[config.mk]
export PLATFORM = sky130hd
export DESIGN_NAME = prescaled_timer
export DESIGN_NICKNAME = d
export VERILOG_FILES = /design/src/rtl/tmr_pkg.sv /design/src/rtl/tmr_prescaler.sv /design/src/rtl/tmr_sync_slot.sv /design/src/rtl/tmr_counter_core.sv /design/src/rtl/prescaled_timer.sv
export SDC_FILE = /design/constraint.sdc
export NUM_CORES = 1
export LEC_CHECK = 0
export BUFFER_PORTS_ARGS = -buffer_cell sky130_fd_sc_hd__buf_2
export CAP_MARGIN = 30
export CORE_ASPECT_RATIO = 0.5
export CORE_MARGIN = 2
export CORE_UTILIZATION = 55
export CTS_CLUSTER_DIAMETER = 40
export DETAILED_ROUTE_END_ITERATION = 10
export GPL_TIMING_DRIVEN = 0
export PLACE_DENSITY = 0.75
export SLEW_MARGIN = 25
export SYNTH_ARGS = -nofsm -noshare
export SYNTH_HDL_FRONTEND = slang
export SYNTH_SLANG_ARGS = --single-unit
[constraint.sdc]
create_clock -name clk -period 8.8 [get_ports clk]
set_clock_uncertainty 0.1 [all_clocks]
set_input_delay 0.88 -clock clk [delete_from_list [all_inputs] [get_ports clk]]
set_output_delay 0.88 -clock clk [all_outputs]
set_load 0.1 [all_outputs]
[src/rtl/tmr_pkg.sv]
package tmr_pkg;

  localparam int PSC_W   = 5;
  localparam int N_SLOTS = 5;
  localparam int CTRL_W  = 6;

  // slot index equals its status bit
  localparam int SL_CLRCNT = 0;
  localparam int SL_CLRIRQ = 1;
  localparam int SL_CTRL   = 2;
  localparam int SL_COUNT  = 3;
  localparam int SL_MATCH  = 4;

  localparam logic [4:0] OFS_MATCH  = 5'h00;
  localparam logic [4:0] OFS_COUNT  = 5'h04;
  localparam logic [4:0] OFS_CTRL   = 5'h08;
  localparam logic [4:0] OFS_CLRIRQ = 5'h0C;
  localparam logic [4:0] OFS_CLRCNT = 5'h10;
  localparam logic [4:0] OFS_STATUS = 5'h14;

  typedef enum logic [1:0] {
    MODE_FREE   = 2'd0,
    MODE_ONCE   = 2'd1,
    MODE_PERIOD = 2'd2,
    MODE_FREE_B = 2'd3
  } run_mode_e;

  // terminal value of the prescale counter (divisor minus one)
  function automatic logic [PSC_W-1:0] psc_last(input logic [1:0] code);
    case (code)
      2'd0:    psc_last = PSC_W'(31);
      2'd1:    psc_last = PSC_W'(7);
      2'd2:    psc_last = PSC_W'(3);
      default: psc_last = PSC_W'(1);
    endcase
  endfunction

  function automatic logic [4:0] slot_offset(input int s);
    case (s)
      SL_CLRCNT: slot_offset = OFS_CLRCNT;
      SL_CLRIRQ: slot_offset = OFS_CLRIRQ;
      SL_CTRL:   slot_offset = OFS_CTRL;
      SL_COUNT:  slot_offset = OFS_COUNT;
      default:   slot_offset = OFS_MATCH;
    endcase
  endfunction

endpackage

[src/rtl/tmr_prescaler.sv]
module tmr_prescaler
  import tmr_pkg::*;
(
  input  logic       clk,
  input  logic       rst_n,
  input  logic       tick,
  input  logic [1:0] code,
  output logic       pre_tick
);

  logic [PSC_W-1:0] psc_q;
  logic             at_last;

  assign at_last  = (psc_q >= psc_last(code));
  assign pre_tick = tick && at_last;

  always_ff @(posedge clk or negedge rst_n) begin
    if (!rst_n)        psc_q <= '0;
    else if (pre_tick) psc_q <= '0;
    else if (tick)     psc_q <= psc_q + PSC_W'(1);
  end

  // the smallest divisor is 2, so two prescaled ticks never fall in adjacent cycles
  a_r3_no_back_to_back: assert property (@(posedge clk) disable iff (!rst_n)
    pre_tick |=> !pre_tick);

endmodule

[src/rtl/tmr_sync_slot.sv]
module tmr_sync_slot #(
  parameter int DW   = 32,
  parameter int WAIT = 2
) (
  input  logic          clk,
  input  logic          rst_n,
  input  logic          wr,
  input  logic [DW-1:0] wdata,
  input  logic          pre_tick,
  output logic          busy,
  output logic          fire,
  output logic [DW-1:0] held
);

  localparam int CW = $clog2(WAIT + 1);

  logic [CW-1:0] left_q;

  assign busy = (left_q != '0);
  assign fire = pre_tick && !wr && (left_q == CW'(1));

  always_ff @(posedge clk or negedge rst_n) begin
    if (!rst_n) begin
      left_q <= '0;
      held   <= '0;
    end else if (wr) begin
      left_q <= CW'(WAIT);
      held   <= wdata;
    end else if (pre_tick && busy) begin
      left_q <= left_q - CW'(1);
    end
  end

  // any write (fresh or repeated) leaves the slot busy
  a_r2_busy_after_write: assert property (@(posedge clk) disable iff (!rst_n)
    wr |=> busy);
  // the landing tick ends the pending state
  a_r2_fire_clears_busy: assert property (@(posedge clk) disable iff (!rst_n)
    fire |=> !busy);
  // without a prescaled tick or write the pending state does not move
  a_r2_busy_stable: assert property (@(posedge clk) disable iff (!rst_n)
    (!wr && !pre_tick) |=> $stable(busy));

endmodule

[src/rtl/tmr_counter_core.sv]
module tmr_counter_core
  import tmr_pkg::*;
#(
  parameter int DW = 32
) (
  input  logic              clk,
  input  logic              rst_n,
  input  logic              pre_tick,
  input  logic              fire_match,
  input  logic              fire_count,
  input  logic              fire_ctrl,
  input  logic              fire_clrirq,
  input  logic              fire_clrcnt,
  input  logic [DW-1:0]     new_match,
  input  logic [DW-1:0]     new_count,
  input  logic [CTRL_W-1:0] new_ctrl,
  output logic [DW-1:0]     match_q,
  output logic [DW-1:0]     count_q,
  output logic [CTRL_W-1:0] ctrl_q,
  output logic              irq_q
);

  localparam int BIT_ON = 5;
  localparam int BIT_EN = 4;

  run_mode_e     mode;
  logic          run;
  logic          hit;
  logic [DW-1:0] cnt_inc;
  logic [DW-1:0] count_d;
  logic [CTRL_W-1:0] ctrl_d;

  assign mode    = run_mode_e'(ctrl_q[3:2]);
  assign run     = pre_tick && ctrl_q[BIT_ON] && ctrl_q[BIT_EN];
  assign cnt_inc = count_q + DW'(1);
  assign hit     = run && (cnt_inc == match_q);

  always_comb begin
    count_d = count_q;
    if (fire_clrcnt)                        count_d = '0;
    else if (fire_count)                    count_d = new_count;
    else if (run) begin
      if (hit && mode == MODE_PERIOD)       count_d = '0;
      else                                  count_d = cnt_inc;
    end
  end

  always_comb begin
    ctrl_d = ctrl_q;
    if (fire_ctrl)                          ctrl_d = new_ctrl;
    else if (hit && mode == MODE_ONCE)      ctrl_d[BIT_EN] = 1'b0;
  end

  always_ff @(posedge clk or negedge rst_n) begin
    if (!rst_n) begin
      match_q <= '0;
      count_q <= '0;
      ctrl_q  <= '0;
      irq_q   <= 1'b0;
    end else begin
      count_q <= count_d;
      ctrl_q  <= ctrl_d;
      if (fire_match)       match_q <= new_match;
      if (hit)              irq_q   <= 1'b1;
      else if (fire_clrirq) irq_q   <= 1'b0;
    end
  end

  // no increment, no landing write -> counter holds
  a_r4_hold_when_idle: assert property (@(posedge clk) disable iff (!rst_n)
    (!run && !fire_clrcnt && !fire_count) |=> $stable(count_q));
  // interrupt only drops through a landing clear
  a_r8_irq_sticky: assert property (@(posedge clk) disable iff (!rst_n)
    (irq_q && !fire_clrirq) |=> irq_q);
  // one-shot match drops the enable unless a control write lands
  a_r7_once_drops_enable: assert property (@(posedge clk) disable iff (!rst_n)
    (hit && mode == MODE_ONCE && !fire_ctrl) |=> !ctrl_q[BIT_EN]);
  // periodic match reloads zero
  a_r6_period_reload: assert property (@(posedge clk) disable iff (!rst_n)
    (hit && mode == MODE_PERIOD && !fire_clrcnt && !fire_count) |=> (count_q == '0));
  // a landing clear-count always yields zero
  a_r9_clear_count: assert property (@(posedge clk) disable iff (!rst_n)
    fire_clrcnt |=> (count_q == '0));

endmodule

[src/rtl/prescaled_timer.sv]
module prescaled_timer
  import tmr_pkg::*;
#(
  parameter int DW        = 32,
  parameter int SYNC_WAIT = 2
) (
  input  logic          clk,
  input  logic          rst_n,
  input  logic          tick,
  input  logic          wr_en,
  input  logic [4:0]    wr_addr,
  input  logic [DW-1:0] wr_data,
  input  logic [4:0]    rd_addr,
  output logic [DW-1:0] rd_data,
  output logic          irq
);

  logic                pre_tick;
  logic [N_SLOTS-1:0]  slot_wr;
  logic [N_SLOTS-1:0]  slot_busy;
  logic [N_SLOTS-1:0]  slot_fire;
  logic [DW-1:0]       slot_val [N_SLOTS];

  logic [DW-1:0]       match_q;
  logic [DW-1:0]       count_q;
  logic [CTRL_W-1:0]   ctrl_q;

  tmr_prescaler u_psc (
    .clk      (clk),
    .rst_n    (rst_n),
    .tick     (tick),
    .code     (ctrl_q[1:0]),
    .pre_tick (pre_tick)
  );

  for (genvar s = 0; s < N_SLOTS; s++) begin : g_slot
    assign slot_wr[s] = wr_en && (wr_addr == slot_offset(s));

    tmr_sync_slot #(.DW(DW), .WAIT(SYNC_WAIT)) u_slot (
      .clk      (clk),
      .rst_n    (rst_n),
      .wr       (slot_wr[s]),
      .wdata    (wr_data),
      .pre_tick (pre_tick),
      .busy     (slot_busy[s]),
      .fire     (slot_fire[s]),
      .held     (slot_val[s])
    );
  end

  tmr_counter_core #(.DW(DW)) u_core (
    .clk         (clk),
    .rst_n       (rst_n),
    .pre_tick    (pre_tick),
    .fire_match  (slot_fire[SL_MATCH]),
    .fire_count  (slot_fire[SL_COUNT]),
    .fire_ctrl   (slot_fire[SL_CTRL]),
    .fire_clrirq (slot_fire[SL_CLRIRQ]),
    .fire_clrcnt (slot_fire[SL_CLRCNT]),
    .new_match   (slot_val[SL_MATCH]),
    .new_count   (slot_val[SL_COUNT]),
    .new_ctrl    (slot_val[SL_CTRL][CTRL_W-1:0]),
    .match_q     (match_q),
    .count_q     (count_q),
    .ctrl_q      (ctrl_q),
    .irq_q       (irq)
  );

  always_comb begin
    case (rd_addr)
      OFS_MATCH:  rd_data = match_q;
      OFS_COUNT:  rd_data = count_q;
      OFS_CTRL:   rd_data = {{(DW-CTRL_W){1'b0}}, ctrl_q};
      OFS_STATUS: rd_data = {{(DW-N_SLOTS){1'b0}}, slot_busy};
      default:    rd_data = '0;
    endcase
  end

  // a write outside the decoded offsets arms no slot
  a_r11_unmapped_ignored: assert property (@(posedge clk) disable iff (!rst_n)
    (wr_en && wr_addr != OFS_MATCH && wr_addr != OFS_COUNT && wr_addr != OFS_CTRL &&
     wr_addr != OFS_CLRIRQ && wr_addr != OFS_CLRCNT) |=> ($countones(slot_busy) <= $countones($past(slot_busy))));
  // at most one slot is written per cycle
  a_r2_single_slot_write: assert property (@(posedge clk) disable iff (!rst_n)
    $onehot0(slot_wr));

endmodule

Word level (Yosys, flattened, before mapping):

Index checks and enable logic that the tools add are counted.

* $lt $le $gt $ge: 1
* add/sub/neg operators: 7
* mux-type cells: 22
* equality and inequality tests: 17
* reductions and logical operators: 48

Operator list (count)
* 2-to-1 mux 32 bit: 4
* case mux 32 bit (4 select lines): 1
* adder 32 x 1 -> 32 bit (second input constant): 1
* == test 32 bit: 1
* logical AND 1 bit: 26
* nonzero test 2 bit: 13
* 2-to-1 mux 2 bit: 10
* == test 5 x 4 -> 1 bit (second input constant): 3
* case mux 5 bit (3 select lines): 1
* == test 2 x 1 -> 1 bit (second input constant): 7
* == test 5 x 3 -> 1 bit (second input constant): 2
* == test 5 bit (second input constant): 2
* zero test 5 bit: 2
* 2-to-1 mux 5 bit: 2
* subtractor 2 x 1 -> 2 bit (second input constant): 5
* adder 5 x 1 -> 5 bit (second input constant): 1
* >= comparator 5 bit: 1
* zero test 1 bit: 5
* == test 2 bit (second input constant): 2
* 2-to-1 mux 1 bit: 4
* nonzero test 3 bit: 1
* zero test 2 bit: 1

* input port bits: 46
* flip-flop bits (word level): 156
* output and inout bits: 33

Longest topological paths before layout:

Gate-level depths: netlist of run 1.

* depth in word-level cells: 12
* gate-level depth with buffers: 12
* gate-level depth less buffers: 11

Modules after synthesis:

Synthesis of run 1 repeated with hierarchy kept, for this count alone.

* cell total of the unflattened synthesis: 1044
* area total of the unflattened synthesis: 13153.9 µm²

By module, submodules not included
* tmr_sync_slot: times used 5, cells each 83, sequential area each 850.8 µm², area an instance 1462.7 µm²
* tmr_counter_core: times used 1, cells each 528, sequential area each 1776.7 µm², area an instance 4904.7 µm²
* prescaled_timer: times used 1, cells each 67, sequential area each 0.0 µm², area an instance 576.8 µm²
* tmr_prescaler: times used 1, cells each 34, sequential area each 125.1 µm², area an instance 359.1 µm²

Worst setup path after synthesis of run 1:

No wires, ideal clock.

* path type: input-to-output
* from: input rd_addr[1]
* to: output rd_data[5]
* arrival time: 3.269 ns
* required time: 7.820 ns
* slack: 4.551 ns
* stages on the path: 3
* buffers on the path: 0
* cells stage by stage: nor2_1 -> nand2_1 -> o21ai_0

* longest elaborated chain between the ends: 2
* elaborated cells between the ends (all ways): 5
* those cells by class: 3 x eq/ne; 1 x mux; 1 x reduce/logical

RTL lines
* start: declaration: line prescaled_timer.sv:13 `input logic [4:0] rd_addr,`
* == test 5 bit (tied with other cells): line prescaled_timer.sv:70 `case (rd_addr)`
* case mux 32 bit (4 select lines) *: line prescaled_timer.sv:70
* end: declaration: line prescaled_timer.sv:14 `output logic [DW-1:0] rd_data,`

Every way passes the cells marked *; elsewhere a longest branch is shown, timed or not.

Worst setup path in the final report of run 1:

* from: input rd_addr[1]
* to: output rd_data[4]

Same word-level chain as after synthesis.

==> flow_summary.ini, run 1 <==
[cells_and_area]
diodes = 0
fin_util = 0.655
multi_input_area_sq_um = 4640
syn2layout_area_growth_pct = 14.7
fillers = 1288
nNetsFinal = 1022
layout-drive-gt1-share = 0.270
regArea_sq_um = 3900

[routing]
drt_iter0_markers = 783
dr_wl_met2_um = 10800
routed.top_layer = met4
wl_met3_um = 2230
post_drt_via_cell_ratio = 6.30
ant_nets = 0
routedWlPerCell_um = 21.4
drtPass1Iterations = 5
met1_length_um = 12000
wl_um = 25200
dr_total_vias = 7410
drc = 0

[timing]
clock.fmax_mhz = 245
tightest_slew_ps = 888
fin_setup_tns_ps = 0
rsz0062_at_grt = false
maxSlewHeadroom = 0.408
hold_violations = 0
setup-violations-final = 0
maxSlewViolCount = 0
min_period_ps = 4090
period_share = 0.464

[place]
port_buffers = 78
place.gp.congestion = 0.938
hpwl_um = 18300

[die]
core-area_sq_um = 15600
die-area_sq_um = 17300
ios = 79
die_y_um = 94.1
placementRows = 32
initial_utilization = 0.571
die_w_um = 184

[clock_network]
cts_setup_buffers = 0
cts_max_path_buffers = 2
cts_tree = done
cts_sinks = 156
cts_root_buf = clkbuf_16
cts-resized-gates = 0
cts_hold_buf = 0
htreeDepth = 4
clk_pin_slew_ps = 70
numCtsBuffers = 17
clock_latency_ps = 440

[pwr]
fin_total_pwr_uw = 1830
leakage_uw = 0.00490
p_per_area_nw_per_um2 = 178
ir_drop_uv = 146

[global_route]
grt_overflow_total = 0
grt_pass1_wl_um = 40200
grt_usage = 0.310
antenna_found_initial = 0
grt_max_degree = 84
grt_pass1_vias = 7134

[setup_path]
startpoint_type = input pin
crit_fanout = 10
end_kind = output port
arrival_ps = 3110
cp.required_ps = 7820
worstSetupPathType = input pin to output port

[logic_synthesis]
ys_types = 64
synth_edf_count = 0
ys.warnings.count = 0
syn-num-nets = 923
ys_seq_area_frac = 0.438
synth.avg_cell_area_sq_um = 10.4
synthCells = 861
synth_area_sq_um = 8920
ys_async_sr_fraction = 1.00
ys_seq_elements = 156
synth_ff_type = dfrtp_1

[outcome]
status = finished, final reports clean

[min_path]
hp-class = input pin to async pin

[run]
maxCapViolations = 0
-- per-layer routing --
metal | GRT usage | up-vias
met5 | 0 | -
met2 | 0.458 | 266
met4 | 0.0707 | 0
met1 | 0.463 | 3746
li1 | - | 3374
met3 | 0.0698 | 24
-- power by group --
| group | total [uW] | leakage, uW | switching, uW | internal, uW |
|---|---|---|---|---|
| combinational | 193 | 0.00253 | 98.7 | 94.8 |
| clock | 770 | 0.000303 | 359 | 411 |
| sequential | 863 | 0.00207 | 59.1 | 804 |
-- critical path, cell delays in order --
cell	delay, ps
buf_2	90
nor2_1	180
nand3_1	120
nor2_1	360
clkbuf_1	720
a221o_1	310
buf_2	440
-- metrics by stage --
stage               setup slack [ps]  hold WS (ps)  cell area, sq um  std cells
floorplan                       4550           344              8920        861
global placement                4480           377              9570       1143
detailed placement              4520           379              9610       1145
CTS                             4840           354             10200       1177
global route                    4520           375             10200       1177
finish                          4710           300             10200       1177
-- registers in the layout, summed over array words and instances (netlist names) --
name and count:
u_core.count_q 32, u_core.match_q 32, u_core.irq_q 1, g_slot.u_slot.left_q 10, u_psc.psc_q 5, u_core.ctrl_q 6, g_slot.u_slot.held 70
-- cells by family (layout without fill, tap and decap cells) --
kind of cell | count (synthesis) | after routing | share of synthesized area
buf+inv | 81 | 193 | 0.0419
simple gates | 275 | 275 | 0.173
fa+ha+maj | 16 | 16 | 0.0224
xor+xnor | 43 | 43 | 0.0431
mux | 117 | 117 | 0.147
flops | 156 | 156 | 0.438
compound gates | 173 | 173 | 0.135
-- cells in the final DEF, fill, tap and decap left out, types with 5 or more instances in the layout --
| master | synthesis | routed |
|---|---|---|
| dfrtp_1 | 156 | 156 |
| mux2_2 | 110 | 110 |
| buf_2 | 11 | 88 |
| nand2_1 | 73 | 73 |
| o21ai_0 | 51 | 51 |
| clkbuf_1 | 38 | 38 |
| nor3_1 | 34 | 34 |
| a22oi_1 | 32 | 32 |
| nor2_1 | 31 | 31 |
| and3_1 | 28 | 28 |
| xnor2_1 | 28 | 28 |
| a22o_1 | 26 | 26 |
| inv_1 | 19 | 19 |
| nand4_1 | 18 | 18 |
| nand3_1 | 17 | 17 |
| clkbuf_16 | 0 | 17 |
| ha_1 | 16 | 16 |
| xor2_1 | 14 | 14 |
| nor4_1 | 14 | 14 |
| buf_4 | 9 | 9 |
| a21oi_1 | 8 | 8 |
| nand2b_1 | 8 | 8 |
| nor3b_1 | 8 | 8 |
| mux2i_1 | 7 | 7 |
| or3_1 | 7 | 7 |
| o211ai_1 | 6 | 6 |
| a221o_1 | 5 | 5 |
| and4_1 | 5 | 5 |
| o21ai_1 | 5 | 5 |
| o311ai_0 | 5 | 5 |
| inv_8 | 0 | 5 |
-- path summary, 6_finish.rpt --
| path | startpoint | endpoint | slack, ps | cells after the start |
|---|---|---|---|---|
| worst max-delay path | rd_addr[1] | rd_data[4] | 4710 | 7 |
| worst min-delay path | rst_n | u_psc.psc_q[1]$_DFFE_PN0P_ | 300 | 1 |
| worst max register to register | u_core.count_q[0]$_DFFE_PN0P_ | u_core.ctrl_q[4]$_DFFE_PN0P_ | 4750 | 10 |
| worst min register to register | g_slot[4].u_slot.held[2]$_DFFE_PN0P_ | u_core.match_q[2]$_DFFE_PN0P_ | 390 | 1 |
| max in group asynchronous | rst_n | u_core.count_q[17]$_DFFE_PN0P_ | 7460 | 2 |
| min in group clk | g_slot[4].u_slot.held[2]$_DFFE_PN0P_ | u_core.match_q[2]$_DFFE_PN0P_ | 390 | 1 |
-- synthesized netlist by cell type, types with 4 or more instances --
| cell type | number | area share |
|---|---|---|
| a21boi_0 | 4 | 0.0034 |
| a21oi_1 | 8 | 0.0045 |
| a221o_1 | 5 | 0.0056 |
| a22o_1 | 26 | 0.026 |
| a22oi_1 | 32 | 0.027 |
| and3_1 | 28 | 0.020 |
| and4_1 | 5 | 0.0049 |
| buf_2 | 11 | 0.0062 |
| buf_4 | 9 | 0.0076 |
| clkbuf_1 | 38 | 0.016 |
| dfrtp_1 | 156 | 0.44 |
| ha_1 | 16 | 0.022 |
| inv_1 | 19 | 0.0080 |
| mux2_2 | 110 | 0.14 |
| mux2i_1 | 7 | 0.0079 |
| nand2_1 | 73 | 0.031 |
| nand2b_1 | 8 | 0.0056 |
| nand3_1 | 17 | 0.0095 |
| nand3b_1 | 4 | 0.0034 |
| nand4_1 | 18 | 0.013 |
| nor2_1 | 31 | 0.013 |
| nor3_1 | 34 | 0.019 |
| nor3b_1 | 8 | 0.0067 |
| nor4_1 | 14 | 0.0098 |
| o211ai_1 | 6 | 0.0050 |
| o21ai_0 | 51 | 0.029 |
| o21ai_1 | 5 | 0.0028 |
| o311ai_0 | 5 | 0.0049 |
| o31ai_1 | 4 | 0.0034 |
| or3_1 | 7 | 0.0049 |
| or4_1 | 4 | 0.0034 |
| xnor2_1 | 28 | 0.027 |
| xor2_1 | 14 | 0.014 |
-- area by class of cell --
| class | instances | share of cell area |
|---|---|---|
| buffer | 62 | 0.0296 |
| clock buffer | 17 | 0.0416 |
| multi-input combinational | 624 | 0.454 |
| clock inverter | 15 | 0.0191 |
| timing repair buffer | 80 | 0.0428 |
| tap | 204 | 0.0249 |
| inverter | 19 | 0.00697 |
| sequential | 156 | 0.381 |
Power figures use the tool's default switching activity.
==> inputs of run 2 (changes only) <==
==> constraint.sdc (replaced) <==
create_clock -name clk -period 3.9 [get_ports clk]
set_clock_uncertainty 0.1 [all_clocks]
set_input_delay 0.39 -clock clk [delete_from_list [all_inputs] [get_ports clk]]
set_output_delay 0.39 -clock clk [all_outputs]
set_load 0.1 [all_outputs]
==> run 2 against run 1 <==
  * Combinational power grew 130%
  * Utilization rose by 0.38 points
  * Critical path depth grew 5
  * Worst setup slack worse by 4600 ps
  * Die area unchanged
  * Routed wire length up 0.74%
  * Critical path type is now flop to flop
  * Critical endpoint is now u_core.count_q[2]$_DFFE_PN0P_
==> flow_summary.ini, run 2 (same netlist as run 1, synthesis figures left out) <==
[setup_path]
r2r_end = u_core.count_q[2]$_DFFE_PN0P_
crit_family = simple AND/OR/NAND/NOR gates
crit_fanout = 10
r2r_setup_slack_ps = 150
crit_start = u_core.count_q[0]$_DFFE_PN0P_
end_kind = flop
max_stage_delay_ps = 540
cp.required_ps = 4120
worstSetupPathType = flop to flop
arrival_ps = 3970
startpoint_type = flop
crit_cells = 12
rr_startpoint = u_core.count_q[0]$_DFFE_PN0P_
cp_slowest_cell = dfrtp_1
cp_cell_sequence = ha_1 > nand3_2 > buf_2 > nor4_4 > a21oi_1 > or4_1 > nor4_1 > and4_1 > nand4_2 > buf_6 > o21ai_0 > nand2_1
r2r_cells = 12
crit_buf_inv = 2
endpoint = u_core.count_q[2]$_DFFE_PN0P_

[routing]
routedWlPerCell_um = 21.6
post_drt_via_cell_ratio = 6.31
drtPass1Iterations = 6
wl_met3_um = 2160
drt_iter0_markers = 715
drc = 0
wl_um = 25400
ant_nets = 0
dr_wl_met2_um = 11000
met1_length_um = 12000
routed.top_layer = met4
dr_total_vias = 7439

[global_route]
grt_usage = 0.310
antenna_found_initial = 0
grt_pass1_vias = 7139
grt_pass1_wl_um = 40200
grt_overflow_total = 0
grt_max_degree = 84

[die]
initial_utilization = 0.571
ios = 79
die_y_um = 94.1
die-area_sq_um = 17300
placementRows = 32
die_w_um = 184
core-area_sq_um = 15600

[pwr]
swShare = 0.281
p_seq_frac = 0.473
p_int_uw = 2960
fin_total_pwr_uw = 4110
p_per_area_nw_per_um2 = 400
leakage_uw = 0.00496
ir_drop_uv = 327
p_clk_frac = 0.420
power.switching_uw = 1160
comb_power_share = 0.106

[cells_and_area]
nNetsFinal = 1023
most-common-layout-cells = 156 x dfrtp_1, 110 x mux2_2, 88 x buf_2
layout_commonest_cell = dfrtp_1
layout-drive-gt1-share = 0.275
fillers = 1279
multi_input_area_sq_um = 4690
largest-register = g_slot.u_slot.held
syn2layout_area_growth_pct = 15.4
regArea_sq_um = 3900
diodes = 0
largest_register_ffs = 70
largestRegisters = g_slot.u_slot.held x70, u_core.count_q x32, u_core.match_q x32

[timing]
fin_setup_tns_ps = 0
hold_ws_ps = 89.5
period_share = 0.961
maxSlewHeadroom = 0.405
setup-violations-final = 0
tightest_slew_ps = 893
clock.fmax_mhz = 267
min_period_ps = 3750
setup_slack_ps = 152
hold_violations = 0
maxSlewViolCount = 0

[place]
hpwl_um = 18300
port_buffers = 78
place.gp.congestion = 0.938
pre_cts_ws_ps = 77.9

[clock_network]
cts_sinks = 156
clock_latency_ps = 440
cts_tree = done
clk_pin_slew_ps = 80
numCtsBuffers = 17
cts_max_path_buffers = 2
htreeDepth = 4
cts_root_buf = clkbuf_16

[outcome]
status = finished, final reports clean

[min_path]
hp-class = input pin to flop

[run]
maxCapViolations = 0
run 2: worst min-delay path by stage:
stage | start | end | slack, ps | cells after the start
floorplan | rst_n | g_slot[0].u_slot.left_q[0]$_DFFE_PN0P_ | -6 | 0
global placement | g_slot[4].u_slot.held[30]$_DFFE_PN0P_ | u_core.match_q[30]$_DFFE_PN0P_ | 380 | 1
detailed placement | rst_n | u_psc.psc_q[1]$_DFFE_PN0P_ | 330 | 1
CTS | wr_data[26] | g_slot[3].u_slot.held[26]$_DFFE_PN0P_ | 80 | 2
global route | wr_data[7] | g_slot[3].u_slot.held[7]$_DFFE_PN0P_ | 90 | 2
finish | wr_data[25] | g_slot[4].u_slot.held[25]$_DFFE_PN0P_ | 90 | 2
run 2: metal layers:
metal,vias to the layer above,GRT usage
li1,3372,-
met1,3758,0.463
met2,286,0.458
met3,23,0.0698
met4,0,0.0707
met5,-,0
run 2: metrics by stage:
| stage | std cells | cell area [sq um] | util |
|---|---|---|---|
| 2_1_floorplan | 861 | 8920 | - |
| 3_3_place_gp | 1143 | 9570 | 0.613 |
| 3_5_place_dp | 1145 | 9610 | 0.616 |
| 4_1_cts | 1178 | 10200 | 0.656 |
| 5_1_grt | 1178 | 10300 | 0.659 |
| 6_report | 1178 | 10300 | 0.659 |
run 2: power by group through the flow:
| stage | sequential (uW) | clock [uW] | combinational [uW] |
|---|---|---|---|
| 2_1_floorplan | 1920 | 0 | 300 |
| 3_3_place_gp | 1960 | 0 | 401 |
| 3_5_place_dp | 1970 | 0 | 437 |
| 4_1_cts | 1940 | 1750 | 443 |
| 5_1_grt | 1970 | 1810 | 494 |
| 6_report | 1950 | 1730 | 437 |
run 2: layout make-up:
type | count | share of cell area
plain buffers | 61 | 0.0291
clock buffers | 17 | 0.0413
clock inverters | 15 | 0.0190
inverters | 19 | 0.00693
multi-input cells | 624 | 0.455
flip-flops and latches | 156 | 0.379
well taps | 204 | 0.0248
repair buffers | 82 | 0.0442
run 2: repair_timing:
action                                  CTS  global route
hold endpoints to repair                 82             0
endpoints found under the setup margin    0            33
buffers inserted                          0             1
hold buffers                              1             0
gates resized for setup                   0             7
==> inputs of run 3 (changes only) <==
--- a/config.mk
+++ b/config.mk
@@ -13,8 +13,9 @@
 export CTS_CLUSTER_DIAMETER = 40
 export DETAILED_ROUTE_END_ITERATION = 10
 export GPL_TIMING_DRIVEN = 0
-export PLACE_DENSITY = 0.75
+export PLACE_DENSITY = 0.73
 export SLEW_MARGIN = 25
 export SYNTH_ARGS = -nofsm -noshare
 export SYNTH_HDL_FRONTEND = slang
+export SYNTH_HIERARCHICAL = 1
 export SYNTH_SLANG_ARGS = --single-unit
==> run 3 against run 2 <==
  * Total power is 3.5% higher
  * Global-route usage increased by 1.5 points
  * Worst hold slack improved by 16 ps
  * Synthesized cell count shrank 0.23%
  * Largest power group unchanged
  * First-iteration DRC count up 7.6%
==> flow_summary.ini, run 3 <==
[setup_path]
arrival_ps = 4080
cp_cell_sequence = or2_2 > ha_1 > a21oi_1 > o21ai_2 > and2_4 > and3b_1 > or2_2 > clkbuf_1 > nor2_2 > clkbuf_2 > a22oi_1 > o21ai_1
max_stage_delay_ps = 470
cp_slowest_cell = nor2_2
crit_buf_inv = 2
end_kind = flop
cp.required_ps = 4150
crit_family = simple AND/OR/NAND/NOR gates
crit_fanout = 10
cp_common_cell = or2_2
startpoint_type = flop
worstSetupPathType = flop to flop

[run]
maxCapViolations = 0

[place]
port_buffers = 76
pre_cts_ws_ps = -607
place.gp.congestion = 0.982
hpwl_um = 21500

[clock_network]
cts_sinks = 156
htreeDepth = 4
numCtsBuffers = 17
cts_tree = done
clock_latency_ps = 430
cts_max_path_buffers = 2
clk_pin_slew_ps = 70
cts_root_buf = clkbuf_16

[timing]
min_period_ps = 3840
maxSlewHeadroom = 0.316
hold_violations = 0
period_share = 0.983
setup-violations-final = 0
setup_slack_ps = 64.4
maxSlewViolCount = 0
clock.fmax_mhz = 261
tightest_slew_ps = 1020

[pwr]
p_per_area_nw_per_um2 = 387
leakage_uw = 0.00502
fin_total_pwr_uw = 4260
ir_drop_uv = 305

[global_route]
grt_usage = 0.325
antenna_found_initial = 0
grt_pass1_wl_um = 45000
grt_pass1_vias = 7609
grt_overflow_total = 0
grt_max_degree = 80

[cells_and_area]
largestRegisters = g_slot.u_slot/held x70, u_core/count_q x32, u_core/match_q x32
layout-drive-gt1-share = 0.332
fin_util = 0.660
syn2layout_area_growth_pct = 15.2
nNetsFinal = 1025
diodes = 0
most-common-layout-cells = 154 x dfrtp_1, 89 x buf_2, 65 x mux2_4
largest-register = g_slot.u_slot/held
layout_commonest_cell = dfrtp_1
fillers = 1292
largest_register_ffs = 70

[die]
initial_utilization = 0.573
die_y_um = 97.2
core-area_sq_um = 16700
die-area_sq_um = 18500
die_w_um = 190
placementRows = 33
ios = 79

[min_path]
hp-class = input pin to flop

[logic_synthesis]
syn-num-nets = 921
synth_area_sq_um = 9550
synth.avg_cell_area_sq_um = 11.1
ys.warnings.count = 6
synthCells = 859

[routing]
post_drt_via_cell_ratio = 6.28
wl_um = 29300
drc = 0
dr_total_vias = 7553
ant_nets = 0
drtPass1Iterations = 5
routedWlPerCell_um = 24.4
drt_iter0_markers = 769

[outcome]
status = finished, final reports clean
[run 3: report_power, final]
| part | leakage (uW) | switching (uW) | total, uW | internal [uW] |
|---|---|---|---|---|
| Sequential | 0.00190 | 135 | 1940 | 1810 |
| Combinational | 0.00283 | 256 | 566 | 310 |
| Clock | 0.000284 | 717 | 1750 | 1030 |
| Total | 0.00502 | 1110 | 4260 | 3150 |
[run 3: worst reg2reg max path: stages (launching register included)]
cell and delay [ps]:
dfrtp_1 430, or2_2 340, ha_1 300, a21oi_1 300
o21ai_2 110, and2_4 190, and3b_1 220, or2_2 300
clkbuf_1 290, nor2_2 470, clkbuf_2 410, a22oi_1 160
o21ai_1 160
[run 3: area by class of cell]
| type | instances | area [sq um] | area share |
|---|---|---|---|
| well taps | 227 | 284 | 0.0258 |
| clock inverters | 12 | 160 | 0.0146 |
| clock buffers | 20 | 447 | 0.0406 |
| inverters | 29 | 109 | 0.00989 |
| repair buffers | 87 | 495 | 0.0450 |
| multi-input cells | 606 | 5100 | 0.463 |
| plain buffers | 66 | 503 | 0.0457 |
| flip-flops and latches | 156 | 3910 | 0.355 |
[run 3: final timing paths]
path,start,to,slack [ps],cells past startpoint
worst min register to register,g_slot[3].u_slot/held[6]$_DFFE_PN0P_,u_core/count_q[6]$_DFFE_PN0P_,400,2
worst min-delay path,wr_data[12],g_slot[3].u_slot/held[12]$_DFFE_PN0P_,110,2
worst max register to register,u_core/ctrl_q[1]$_DFFE_PN0P_,u_core/count_q[28]$_DFFE_PN0P_,60,12
min in group asynchronous,rst_n,g_slot[0].u_slot/left_q[0]$_DFFE_PN0P_,440,2
max in group asynchronous,rst_n,u_core/count_q[30]$_DFFE_PN0P_,2450,3
worst max-delay path,u_core/ctrl_q[1]$_DFFE_PN0P_,u_core/count_q[28]$_DFFE_PN0P_,60,12
[run 3: through the flow]
stage	std cells	hold slack (ps)	cell area [sq um]	TNS [ps]
after global placement	1162	379	10200	-13870
after global routing	1203	95.4	11000	-20.8
final	1203	105	11000	0
after detailed placement	1163	316	10300	-16110
after floorplan	859	-5.59	9550	0
after CTS	1196	89.9	10900	0
[run 3: what timing repair did]
action,4_1_cts,5_1_grt
setup endpoints to repair,34,31
buffers inserted,1,8
endpoints found under the hold margin,77,0
resized for setup,12,12
pin swaps,1,5
hold buffers,1,0
[run 3: metal layers]
metal,vias up,share of wire,routed length (um),global-route usage
met2,361,0.42,12200,0.461
met5,-,0,0,0
met3,46,0.099,2920,0.106
met4,0,0.022,654,0.0900
met1,3781,0.46,13600,0.473
li1,3365,-,-,-
